**src/rtl/sysctl_pkg.sv**
```systemverilog
package sysctl_pkg;
  localparam int DATA_W = 32;
  localparam int REG_COUNT = 18;
  localparam int IDX_W = $clog2(REG_COUNT);

  typedef enum logic [IDX_W-1:0] {
    REG_SYS, REG_RST, REG_CLK, REG_PWR, REG_PDIV, REG_GATEA,
    REG_MEM, REG_MCLR, REG_STAT, REG_RAUX, REG_GATEB, REG_EVT,
    REG_REV, REG_SIE, REG_EERR, REG_EDET, REG_EIE, REG_EADR
  } regSel_e;

  typedef struct packed {
    logic    wr;
    logic    rd;
    logic    rstWr;
    regSel_e sel;
  } strobe_t;

  localparam int SOFT_BIT    = 4;
  localparam int SYSRST_BIT  = 9;
  localparam int GROUP_BIT   = 31;
  localparam int CLK_RDY_BIT = 3;

  localparam logic [DATA_W-1:0] GROUP_SET   = 32'h3603_39E3;
  localparam logic [DATA_W-1:0] SOFT_SET    = 32'h3603_39ED;
  localparam logic [DATA_W-1:0] SINGLE_MASK = 32'h7603_39EF;
  localparam logic [DATA_W-1:0] SYS_KEEP    = 32'h0003_0000;
  localparam logic [DATA_W-1:0] SYS_FORCE   = 32'h0000_1002;

  function automatic logic [DATA_W-1:0] resetValue(int idx);
    case (idx)
      int'(REG_SYS):   return 32'h0002_1002;
      int'(REG_CLK):   return 32'h3E14_0008;
      int'(REG_PWR):   return 32'h0003_F000;
      int'(REG_GATEA): return 32'hFFFF_FFFF;
      int'(REG_MEM):   return 32'h0000_0005;
      int'(REG_GATEB): return 32'hFFFF_FFFF;
      int'(REG_REV):   return 32'h0000_00A1;
      default:         return '0;
    endcase
  endfunction

  function automatic logic [DATA_W-1:0] writeFilter(regSel_e sel, logic [DATA_W-1:0] data);
    case (sel)
      REG_SYS: return (data & SYS_KEEP) | SYS_FORCE;
      REG_CLK: return data | (DATA_W'(1) << CLK_RDY_BIT);
      REG_RST: return '0;
      default: return data;
    endcase
  endfunction

  function automatic logic [DATA_W-1:0] expandRst(logic [DATA_W-1:0] cmd);
    if (cmd[SOFT_BIT]) return SOFT_SET;
    else if (cmd[GROUP_BIT]) return GROUP_SET;
    else return cmd & SINGLE_MASK;
  endfunction
endpackage

```
**src/rtl/sysctl_ctrl.sv**
```systemverilog
module sysctl_ctrl
  import sysctl_pkg::*;
#(
  parameter int ADDR_W = 10
) (
  input  logic              clk,
  input  logic              rstN,
  input  logic              reqValid,
  input  logic              reqWrite,
  input  logic [ADDR_W-1:0] reqAddr,
  output strobe_t           strb
);
  localparam int WORD_W = ADDR_W - 2;

  logic [WORD_W-1:0] wordIdx;
  logic              hit;

  always_comb begin
    wordIdx    = reqAddr[ADDR_W-1:2];
    hit        = (reqAddr[1:0] == 2'b00) && (wordIdx < WORD_W'(REG_COUNT));
    strb.sel   = regSel_e'(wordIdx[IDX_W-1:0]);
    strb.wr    = reqValid && reqWrite && hit;
    strb.rd    = reqValid && !reqWrite && hit;
    strb.rstWr = strb.wr && (strb.sel == REG_RST);
  end

  // misaligned addresses never reach the datapath
  assert_misaligned_dropped_R3: assert property (@(posedge clk) disable iff (!rstN)
    (reqValid && reqAddr[1:0] != 2'b00) |-> !(strb.wr || strb.rd));
endmodule

```
**src/rtl/sysctl_dp.sv**
```systemverilog
module sysctl_dp
  import sysctl_pkg::*;
(
  input  logic              clk,
  input  logic              rstN,
  input  strobe_t           strb,
  input  logic [DATA_W-1:0] wdata,
  output logic [DATA_W-1:0] rdata,
  output logic [DATA_W-1:0] rstPulse,
  output logic              sysRstReq
);
  logic [DATA_W-1:0] regs [REG_COUNT];

  always_ff @(posedge clk or negedge rstN) begin
    if (!rstN) begin
      for (int i = 0; i < REG_COUNT; i++) regs[i] <= resetValue(i);
    end else if (strb.wr) begin
      regs[strb.sel] <= writeFilter(strb.sel, wdata);
    end
  end

  always_comb rdata = strb.rd ? regs[strb.sel] : '0;

  always_ff @(posedge clk or negedge rstN) begin
    if (!rstN) begin
      rstPulse  <= '0;
      sysRstReq <= 1'b0;
    end else begin
      rstPulse  <= strb.rstWr ? expandRst(wdata) : '0;
      sysRstReq <= sysRstReq | (strb.rstWr & wdata[SYSRST_BIT]);
    end
  end

  assert_sys_forced_R4: assert property (@(posedge clk) disable iff (!rstN)
    ((regs[REG_SYS] & SYS_FORCE) == SYS_FORCE) && ((regs[REG_SYS] & ~(SYS_KEEP | SYS_FORCE)) == '0));
  assert_clk_ready_R5: assert property (@(posedge clk) disable iff (!rstN)
    regs[REG_CLK][CLK_RDY_BIT]);
  assert_pulse_after_write_R6: assert property (@(posedge clk) disable iff (!rstN)
    (rstPulse != '0) |-> $past(strb.rstWr));
  assert_no_cmd_bits_R7: assert property (@(posedge clk) disable iff (!rstN)
    (rstPulse & ~SINGLE_MASK) == '0);
  assert_sysreq_sticky_R9: assert property (@(posedge clk) disable iff (!rstN)
    sysRstReq |=> sysRstReq);
  assert_cmd_not_stored_R10: assert property (@(posedge clk) disable iff (!rstN)
    regs[REG_RST] == '0);
endmodule

```
**src/rtl/sysctl_regfile.sv**
```systemverilog
module sysctl_regfile
  import sysctl_pkg::*;
#(
  parameter int ADDR_W = 10
) (
  input  logic              clk,
  input  logic              rstN,
  input  logic              reqValid,
  input  logic              reqWrite,
  input  logic [ADDR_W-1:0] reqAddr,
  input  logic [31:0]       reqWdata,
  output logic [31:0]       rspRdata,
  output logic [31:0]       rstPulse,
  output logic              sysRstReq
);
  strobe_t strb;

  sysctl_ctrl #(.ADDR_W(ADDR_W)) uCtrl (
    .clk(clk), .rstN(rstN), .reqValid(reqValid), .reqWrite(reqWrite),
    .reqAddr(reqAddr), .strb(strb)
  );

  sysctl_dp uDp (
    .clk(clk), .rstN(rstN), .strb(strb), .wdata(reqWdata),
    .rdata(rspRdata), .rstPulse(rstPulse), .sysRstReq(sysRstReq)
  );
endmodule

```
**config.mk**
```make
export PLATFORM = sky130hd
export DESIGN_NAME = sysctl_regfile
export DESIGN_NICKNAME = d
export VERILOG_FILES = /design/src/rtl/sysctl_pkg.sv /design/src/rtl/sysctl_ctrl.sv /design/src/rtl/sysctl_dp.sv /design/src/rtl/sysctl_regfile.sv
export SDC_FILE = /design/constraint.sdc
export NUM_CORES = 1
export LEC_CHECK = 0
export CELL_PAD_IN_SITES_DETAIL_PLACEMENT = 0
export CELL_PAD_IN_SITES_GLOBAL_PLACEMENT = 1
export CORE_UTILIZATION = 50
export DETAILED_ROUTE_END_ITERATION = 12
export DONT_BUFFER_PORTS = 1
export PLACE_DENSITY_LB_ADDON = 0.1
export SLEW_MARGIN = 15
export SYNTH_ARGS = -nofsm -noshare
export SYNTH_HDL_FRONTEND = slang
export SYNTH_HIERARCHICAL = 1
export SYNTH_SLANG_ARGS = --single-unit
```
**constraint.sdc**
```tcl
create_clock -name clk -period 1.7 [get_ports clk]
set_input_delay 0 -clock clk [delete_from_list [all_inputs] [get_ports clk]]
set_output_delay 0 -clock clk [all_outputs]
set_load 0.05 [all_outputs]
```
==> metrics, run 1 <==
run status=finished, violations left; failing checks=hold timing, slew limit, setup timing; fmax=0.437 GHz; initial antenna violation count=0; vias=18600; Ports=111; DR iter-0 viols=1468; FILL cells=4154; worst clock skew=0 ns; max cap viols=0; predominant post-synthesis flop cell=dfrtp_1; yosys warns=6; top post-synthesis cells by count=nand2_1 (561), dfrtp_1 (509), o21ai_0 (382); WL/cell=21.4 um; CP required=1.70 ns; Synth Cell Area=26300 um^2; met1 WL=34100 um; metal3 WL=3250 um; CTS H-tree lvls=3; post-layout min period=2.29 ns; clk buf depth=3; Synth Area per Inst=10.4 um^2; type of origin of the critical path=input pin; Power Density=957 nW/um^2; Synth Area in XOR/XNOR=0%; Reg-to-Reg Start=uDp/sysRstReq$_DFF_PN0_; max-slew violation count=487; synthesized instance count=2543; Num Clock Sinks=595; largest net degree at the start of global routing=596; setup TNS=-13.05 ns; DP HPWL=40600 um; register bit total from synthesis=595; # nets final=2611; slew margin rel.=-94.4%; Min Hold Slack=-0.887 ns; gr ovfl total=0; number of synthesized flops with an enable pin=0; RSZ-0062 raised after global routing=yes; CTS tree=built; DR vias/cell=5.65; leakage=13.9 nW; WL final=70500 um; first-pass GRT wire length=112000 um; endpoints failing setup=32; post-route worst setup slack=-0.586 ns; crit path kind=in -> out; row count=83; Clk pin slew, worst setup/hold paths=0.06 ns; ranking of synthesized cells by area=dfrtp_1 (48%), dfstp_2 (8.6%), mux2i_1 (8.5%), nand2_1 (8.0%), o21ai_0 (7.3%); Worst-Skew Late Latency=0.58 ns; main combinational cell family by area after synthesis=compound AO/OA/AOI/OAI gates; Final period util=134%; Finished Core Util=61.7%; Crit. End Element=primary output; final hold violation count=525; worst r2r dst=uDp/sysRstReq$_DFF_PN0_; top-area cell type share of the netlist area=48.4%; ANT cells=0; Die W=231 um; worst reg2reg path depth=2; core area=51600 um^2; most frequent cell after synthesis=nand2_1; root buf cell=clkbuf_16; TritonCTS buffer count=66; Hold Buf Count CTS=57; DR DRC count=0; cell taking the most area after synthesis=dfrtp_1; All-Layer GR Usage=27.3%; Seq/Total Area, Yosys=57.0%; Worst EP arrival=2.29 ns; met2 WL=32200 um; vias in the first global route=18900; R2R Setup Slk=0.23 ns; DIE HEIGHT=231 um; Post-Synth Adder-Cell Area=0%; full die area=53600 um^2; mux share of post-synthesis cell area=11.3%; top layer in use=met4; Initial Util=51.0%; Netlist cell types=49; VDD IR max=656 uV; post-synthesis compound-gate area fraction=15.0%; area share of and/or/nand/nor cells after synthesis=12.3%; crit-path max FO=265; ANT nets after route=0; TritonRoute pass-1 iters=5; share of cells above drive strength 1=20.2%; port buffer count=0; Hold Crit Class=in -> async; GPL Wtd Cong=0.773; Layout area overhead=20.9%; Tightest Pin Transition=2.92 ns; Async SR Flop Fraction=100%
through the flow:
| step | cell area, um^2 | setup slack [ns] | cells | power, mW |
|---|---|---|---|---|
| 5_1_grt | 31800 | -0.485 | 3298 | 31.3 |
| 3_3_place_gp | 28600 | -0.378 | 3111 | 15.5 |
| 3_5_place_dp | 28600 | -0.415 | 3111 | 15.6 |
| 2_1_floorplan | 27200 | -0.216 | 2556 | 15.4 |
| 6_report | 31800 | -0.586 | 3298 | 30.4 |
| 4_1_cts | 31800 | -0.483 | 3297 | 30.7 |
what timing repair did:
action,in CTS,in global routing
pin swaps,44,3
gates cloned,0,0
resized for setup,41,3
endpoints found under the setup margin,32,32
hold endpoints to repair,1183,595
setup buffers,8,1
worst max-delay path: stages:
cell      delay, ns
mux4_2         0.97
a211oi_4       0.38
a21boi_4       0.12
buf_12         0.17
cell type report:
class                   count  area [um^2]  area share (%)
well taps                 680          851            2.67
flip-flops and latches    595        15000            47.1
clock buffers             108         2050            6.43
multi-input cells        1718        11300            35.4
clock inverters            13          244           0.767
repair buffers            184         2440            7.66
worst max path at each step:
stage | startpoint | to | slack (ns) | depth (start not counted)
after global placement | reqAddr[1] | uDp/regs[131]$_DFFE_PN0P_ | -0.38 | 7
after floorplan | reqAddr[7] | uDp/regs[176]$_DFFE_PN0P_ | -0.22 | 9
after global routing | uDp/regs[295]$_DFFE_PN0P_ | rspRdata[7] | -0.49 | 4
after detailed placement | reqAddr[1] | uDp/regs[131]$_DFFE_PN0P_ | -0.42 | 7
final | reqAddr[2] | rspRdata[2] | -0.59 | 4
after CTS | uDp/regs[295]$_DFFE_PN0P_ | rspRdata[7] | -0.48 | 4
report_power, final:
group          leakage (nW)  internal, mW  switching, mW
Combinational          4.75         0.455          0.739
Sequential             8.00          14.2         0.0315
Clock                  1.12          9.29           5.69
Total                  13.9          24.0           6.46
state kept, by name (all words and copies together), names as in the netlist:
signal / count
uDp/regs: 576
uDp/rstPulse: 18
uDp/sysRstReq: 1
kinds of logic after synthesis:
logic type / count (synthesis)
compound gates: 694
buf+inv: 243
flops: 595
mux: 256
other cells: 1
simple gates: 754
metal layers:
metal | global-route usage (%) | vias to the layer above
met5 | 0 | -
met4 | 6.73 | 0
met3 | 3.84 | 81
met2 | 41.6 | 432
met1 | 41.2 | 9366
li1 | - | 8747
placed cells by master, fill, tap and decap left out, types with 5 or more instances in the layout:
cell           netlist  routed
a21boi_4             0      32
and2_1              61      60
mux2i_1            224     224
a211oi_4             0      29
o21a_1              16      16
dfstp_2             86      86
bufinv_16            0       7
o22ai_2              0      29
clkinv_2             0       5
clkbuf_16            0      71
nand3_2              0      12
clkbuf_8             0      13
o21ai_1            100     129
buf_4               27      54
clkbuf_1           130      24
dfrtp_1            509     509
a22oi_1             32      31
nor2_1              36      35
o21ai_0            382     353
o21ai_2             32      32
a21oi_1             32      32
conb_1               1      14
nand2_2             19      21
mux4_2              32      32
buf_12               0      73
nand3_1             36      24
dlygate4sd3_1        0      57
nand2_1            561     559
(Power assumes the default switching activity.)
==> inputs of run 2 (changes only) <==
- SYNTH_HIERARCHICAL: 1 -> default
==> metrics, run 2 <==
register bit total from synthesis=595 (unchanged); Initial Util=50.7% (-0.34 points); CTS tree=built; worst clock skew=0 ns (unchanged); most common cell after layout, fill and taps aside=dfrtp_1; Synth Cell Area=27300 um^2 (+3.6%); Die W=235 um (+1.8%); CP required=1.70 ns (about the same); All-Layer GR Usage=27.3% (about the same); Finished Cell Area=32100 um^2 (+0.88%); gr ovfl total=0 (unchanged); Ports=111 (unchanged); leakage=15.1 nW (+9.1%); R2R Setup Slk=0.46 ns (+0.23 ns); DR iter-0 viols=1213 (-17%); Seq/Total Area, Yosys=55.0% (-2.0 points); largest net degree at the start of global routing=596 (unchanged); Async SR Flop Fraction=100% (unchanged); busiest grt layer=met2; GPL Wtd Cong=0.758 (-2.0%); worst reg2reg path depth=2 (unchanged); fmax=0.496 GHz (+13%); Largest register FFs=576 (unchanged); ANT cells=0 (unchanged); RSZ-0062 raised after global routing=yes; final hold violation count=586 (+12%); core area=53800 um^2 (+4.3%); predominant post-synthesis flop cell=dfrtp_1; vias=16500 (-11%); clk buf depth=3 (unchanged); initial antenna violation count=3 (+3); slew margin rel.=-4.64% (+90 points); Tightest Pin Transition=1.57 ns (-1.35 ns); TritonCTS buffer count=66 (unchanged); Reg-to-Reg Start=uDp.sysRstReq$_DFF_PN0_; failing checks=hold timing, slew limit, setup timing; area share of and/or/nand/nor cells after synthesis=7.49% (-4.8 points); DR DRC count=0 (unchanged); Clk pin slew, worst setup/hold paths=0.06 ns (about the same); run status=finished, violations left; mux share of post-synthesis cell area=29.3% (+18 points); post-route worst setup slack=-0.315 ns (+0.272 ns); max-slew violation count=62 (-87%); Post-Synth Adder-Cell Area=0% (unchanged); ranking of synthesized cells by area=dfrtp_1 (47%), mux2_2 (11%), mux4_2 (10%), dfstp_2 (8.3%), mux2_4 (6.6%); DP HPWL=40900 um (+0.90%); cell taking the most area after synthesis=dfrtp_1; crit path kind=reg -> out; max cap viols=0 (unchanged); type of origin of the critical path=register; ANT nets after route=0 (unchanged); Hold Crit Class=in -> async; synthesized instance count=1965 (-23%); full die area=55500 um^2 (+3.5%); row count=85 (+2.4%); Num Clock Sinks=595 (unchanged); yosys warns=0 (-6); setup TNS=-7.46 ns (+5.59 ns); FILL cells=4214 (+1.4%); post-synthesis compound-gate area fraction=4.49% (-10 points); Worst-Skew Late Latency=0.59 ns (about the same); Regs by FF count=uDp.regs x576, uDp.rstPulse x18, uDp.sysRstReq x1; CTS H-tree lvls=3 (unchanged); Power Density=927 nW/um^2 (-3.1%); Netlist cell types=45 (-8.2%); Worst path max stage delay=0.48 ns (-0.49 ns); crit-path max FO=2 (-99%); VDD IR max=988 uV (+51%); post-layout min period=2.01 ns (-0.272 ns); worst path cell trace=mux4_2, o22ai_2, nor4_4, buf_4, buf_8; Largest Register=uDp.regs; DIE HEIGHT=235 um (+1.8%); Seq. cell area=15000 um^2 (unchanged); top-area cell type share of the netlist area=46.7% (-1.7 points); Synth Area in XOR/XNOR=0% (unchanged); first-pass GRT wire length=113000 um (+1.2%); WL final=73200 um (+3.7%); Layout area overhead=17.8%; Cell Area, Placed=28900 um^2 (+1.0%); WL/cell=26.4 um (+24%); Crit. End Element=primary output; worst r2r dst=uDp.sysRstReq$_DFF_PN0_; number of synthesized flops with an enable pin=0 (unchanged); Synth Area per Inst=13.9 um^2 (+34%); TritonRoute pass-1 iters=5 (unchanged); root buf cell=clkbuf_16; share of cells above drive strength 1=45.5% (+25 points); Worst path slowest cell=mux4_2; Finished Core Util=59.7% (-2.0 points); Final period util=119% (-16 points); main combinational cell family by area after synthesis=multiplexers; Worst EP arrival=2.01 ns (-0.28 ns); most frequent cell after synthesis=dfrtp_1; met2 Usage GRT=43.1% (+1.4 points); # nets final=2067 (-21%); vias in the first global route=17700 (-6.3%); routing usage on met3=5.51% (+1.7 points); Min Hold Slack=-0.903 ns (-0.0156 ns); DR vias/cell=5.96 (+5.6%); top post-synthesis cells by count=dfrtp_1 (509), mux2_2 (265), o21ai_0 (181); area of the multi-input gates=12200 um^2 (+8.8%); commonest cells after routing, fill and taps aside=dfrtp_1 (509), mux2_2 (265), nand2_1 (159), o21ai_0 (159), mux4_2 (126); endpoints failing setup=32 (unchanged); GRT met1 Usage=38.9% (-2.3 points); port buffer count=0 (unchanged)
[run 2: cell types whose count changed after synthesis, moves of 57 or more]
cell      before  now
nand2_1      561  161
mux2_2         0  265
o21ai_0      382  181
mux2i_1      224   35
mux2_4         0  120
mux4_2        32  126
o21ai_1      100   10
clkbuf_1     130   73
[run 2: logic make-up (layout without fill, tap and decap cells)]
kind of cell	count (synthesis)	count (layout)
compound gates	233	233
mux	547	547
simple gates	400	400
buf+inv	189	284
flops	595	595
other cells	1	14
[run 2: report_power, final]
group / total (mW) / switching (mW) / internal [mW] / leakage [nW]
logic: 1.25 / 0.726 / 0.520 / 6.07
clock network: 14.2 / 5.73 / 8.46 / 1.06
registers: 14.3 / 0.0484 / 14.3 / 7.99
total: 29.8 / 6.50 / 23.3 / 15.1
[run 2: area by class of cell]
cell class / instances / share of cell area (%)
clock buffers: 109 / 6.45
clock inverters: 11 / 0.273
inverters: 2 / 0.0234
multi-input cells: 1194 / 38.1
flip-flops and latches: 595 / 46.7
well taps: 696 / 2.71
repair buffers: 162 / 5.71
[run 2: critical path, delay by kind of cell (launching register included)]
kind,cells,cell delay [ns]
AOI/OAI and AO/OA,1,0.20
buffers and inverters,2,0.31
DFF,1,0.37
muxes,1,0.48
and+or+nand+nor,1,0.06
[run 2: worst max-delay path by stage]
stage | startpoint | endpoint | cells after the start
after global placement | reqAddr[3] | uDp.regs[223]$_DFFE_PN0P_ | 4
after floorplan | reqAddr[1] | rspRdata[10] | 7
after detailed placement | reqAddr[3] | uDp.regs[168]$_DFFE_PN0P_ | 4
after CTS | uDp.regs[201]$_DFFE_PN0P_ | rspRdata[9] | 5
after global routing | uDp.regs[508]$_DFFE_PN1P_ | rspRdata[28] | 4
final | uDp.regs[201]$_DFFE_PN0P_ | rspRdata[9] | 5
[run 2: per-layer routing]
metal	up-vias	routed length [um]
met5	-	27
li1	7164	-
met3	96	3920
met4	4	1520
met1	8830	32900
met2	418	34800
[run 2: stage by stage]
step / hold WS [ns] / worst slack [ns] / instances / power (mW)
after global routing: -0.919 / -0.375 / 2769 / 30.7
after detailed placement: -0.272 / -0.113 / 2595 / 15.6
after floorplan: -0.296 / -0.178 / 1978 / 15.6
after global placement: -0.261 / -0.0798 / 2595 / 15.6
final: -0.903 / -0.315 / 2769 / 29.8
after CTS: -0.917 / -0.342 / 2762 / 30.1
[run 2: timing repair]
item	4_1_cts	5_1_grt
endpoints found under the setup margin	32	33
setup buffers	5	7
hold endpoints to repair	969	613
hold buffers	43	1
pin swaps	34	23
gates resized for setup	114	26
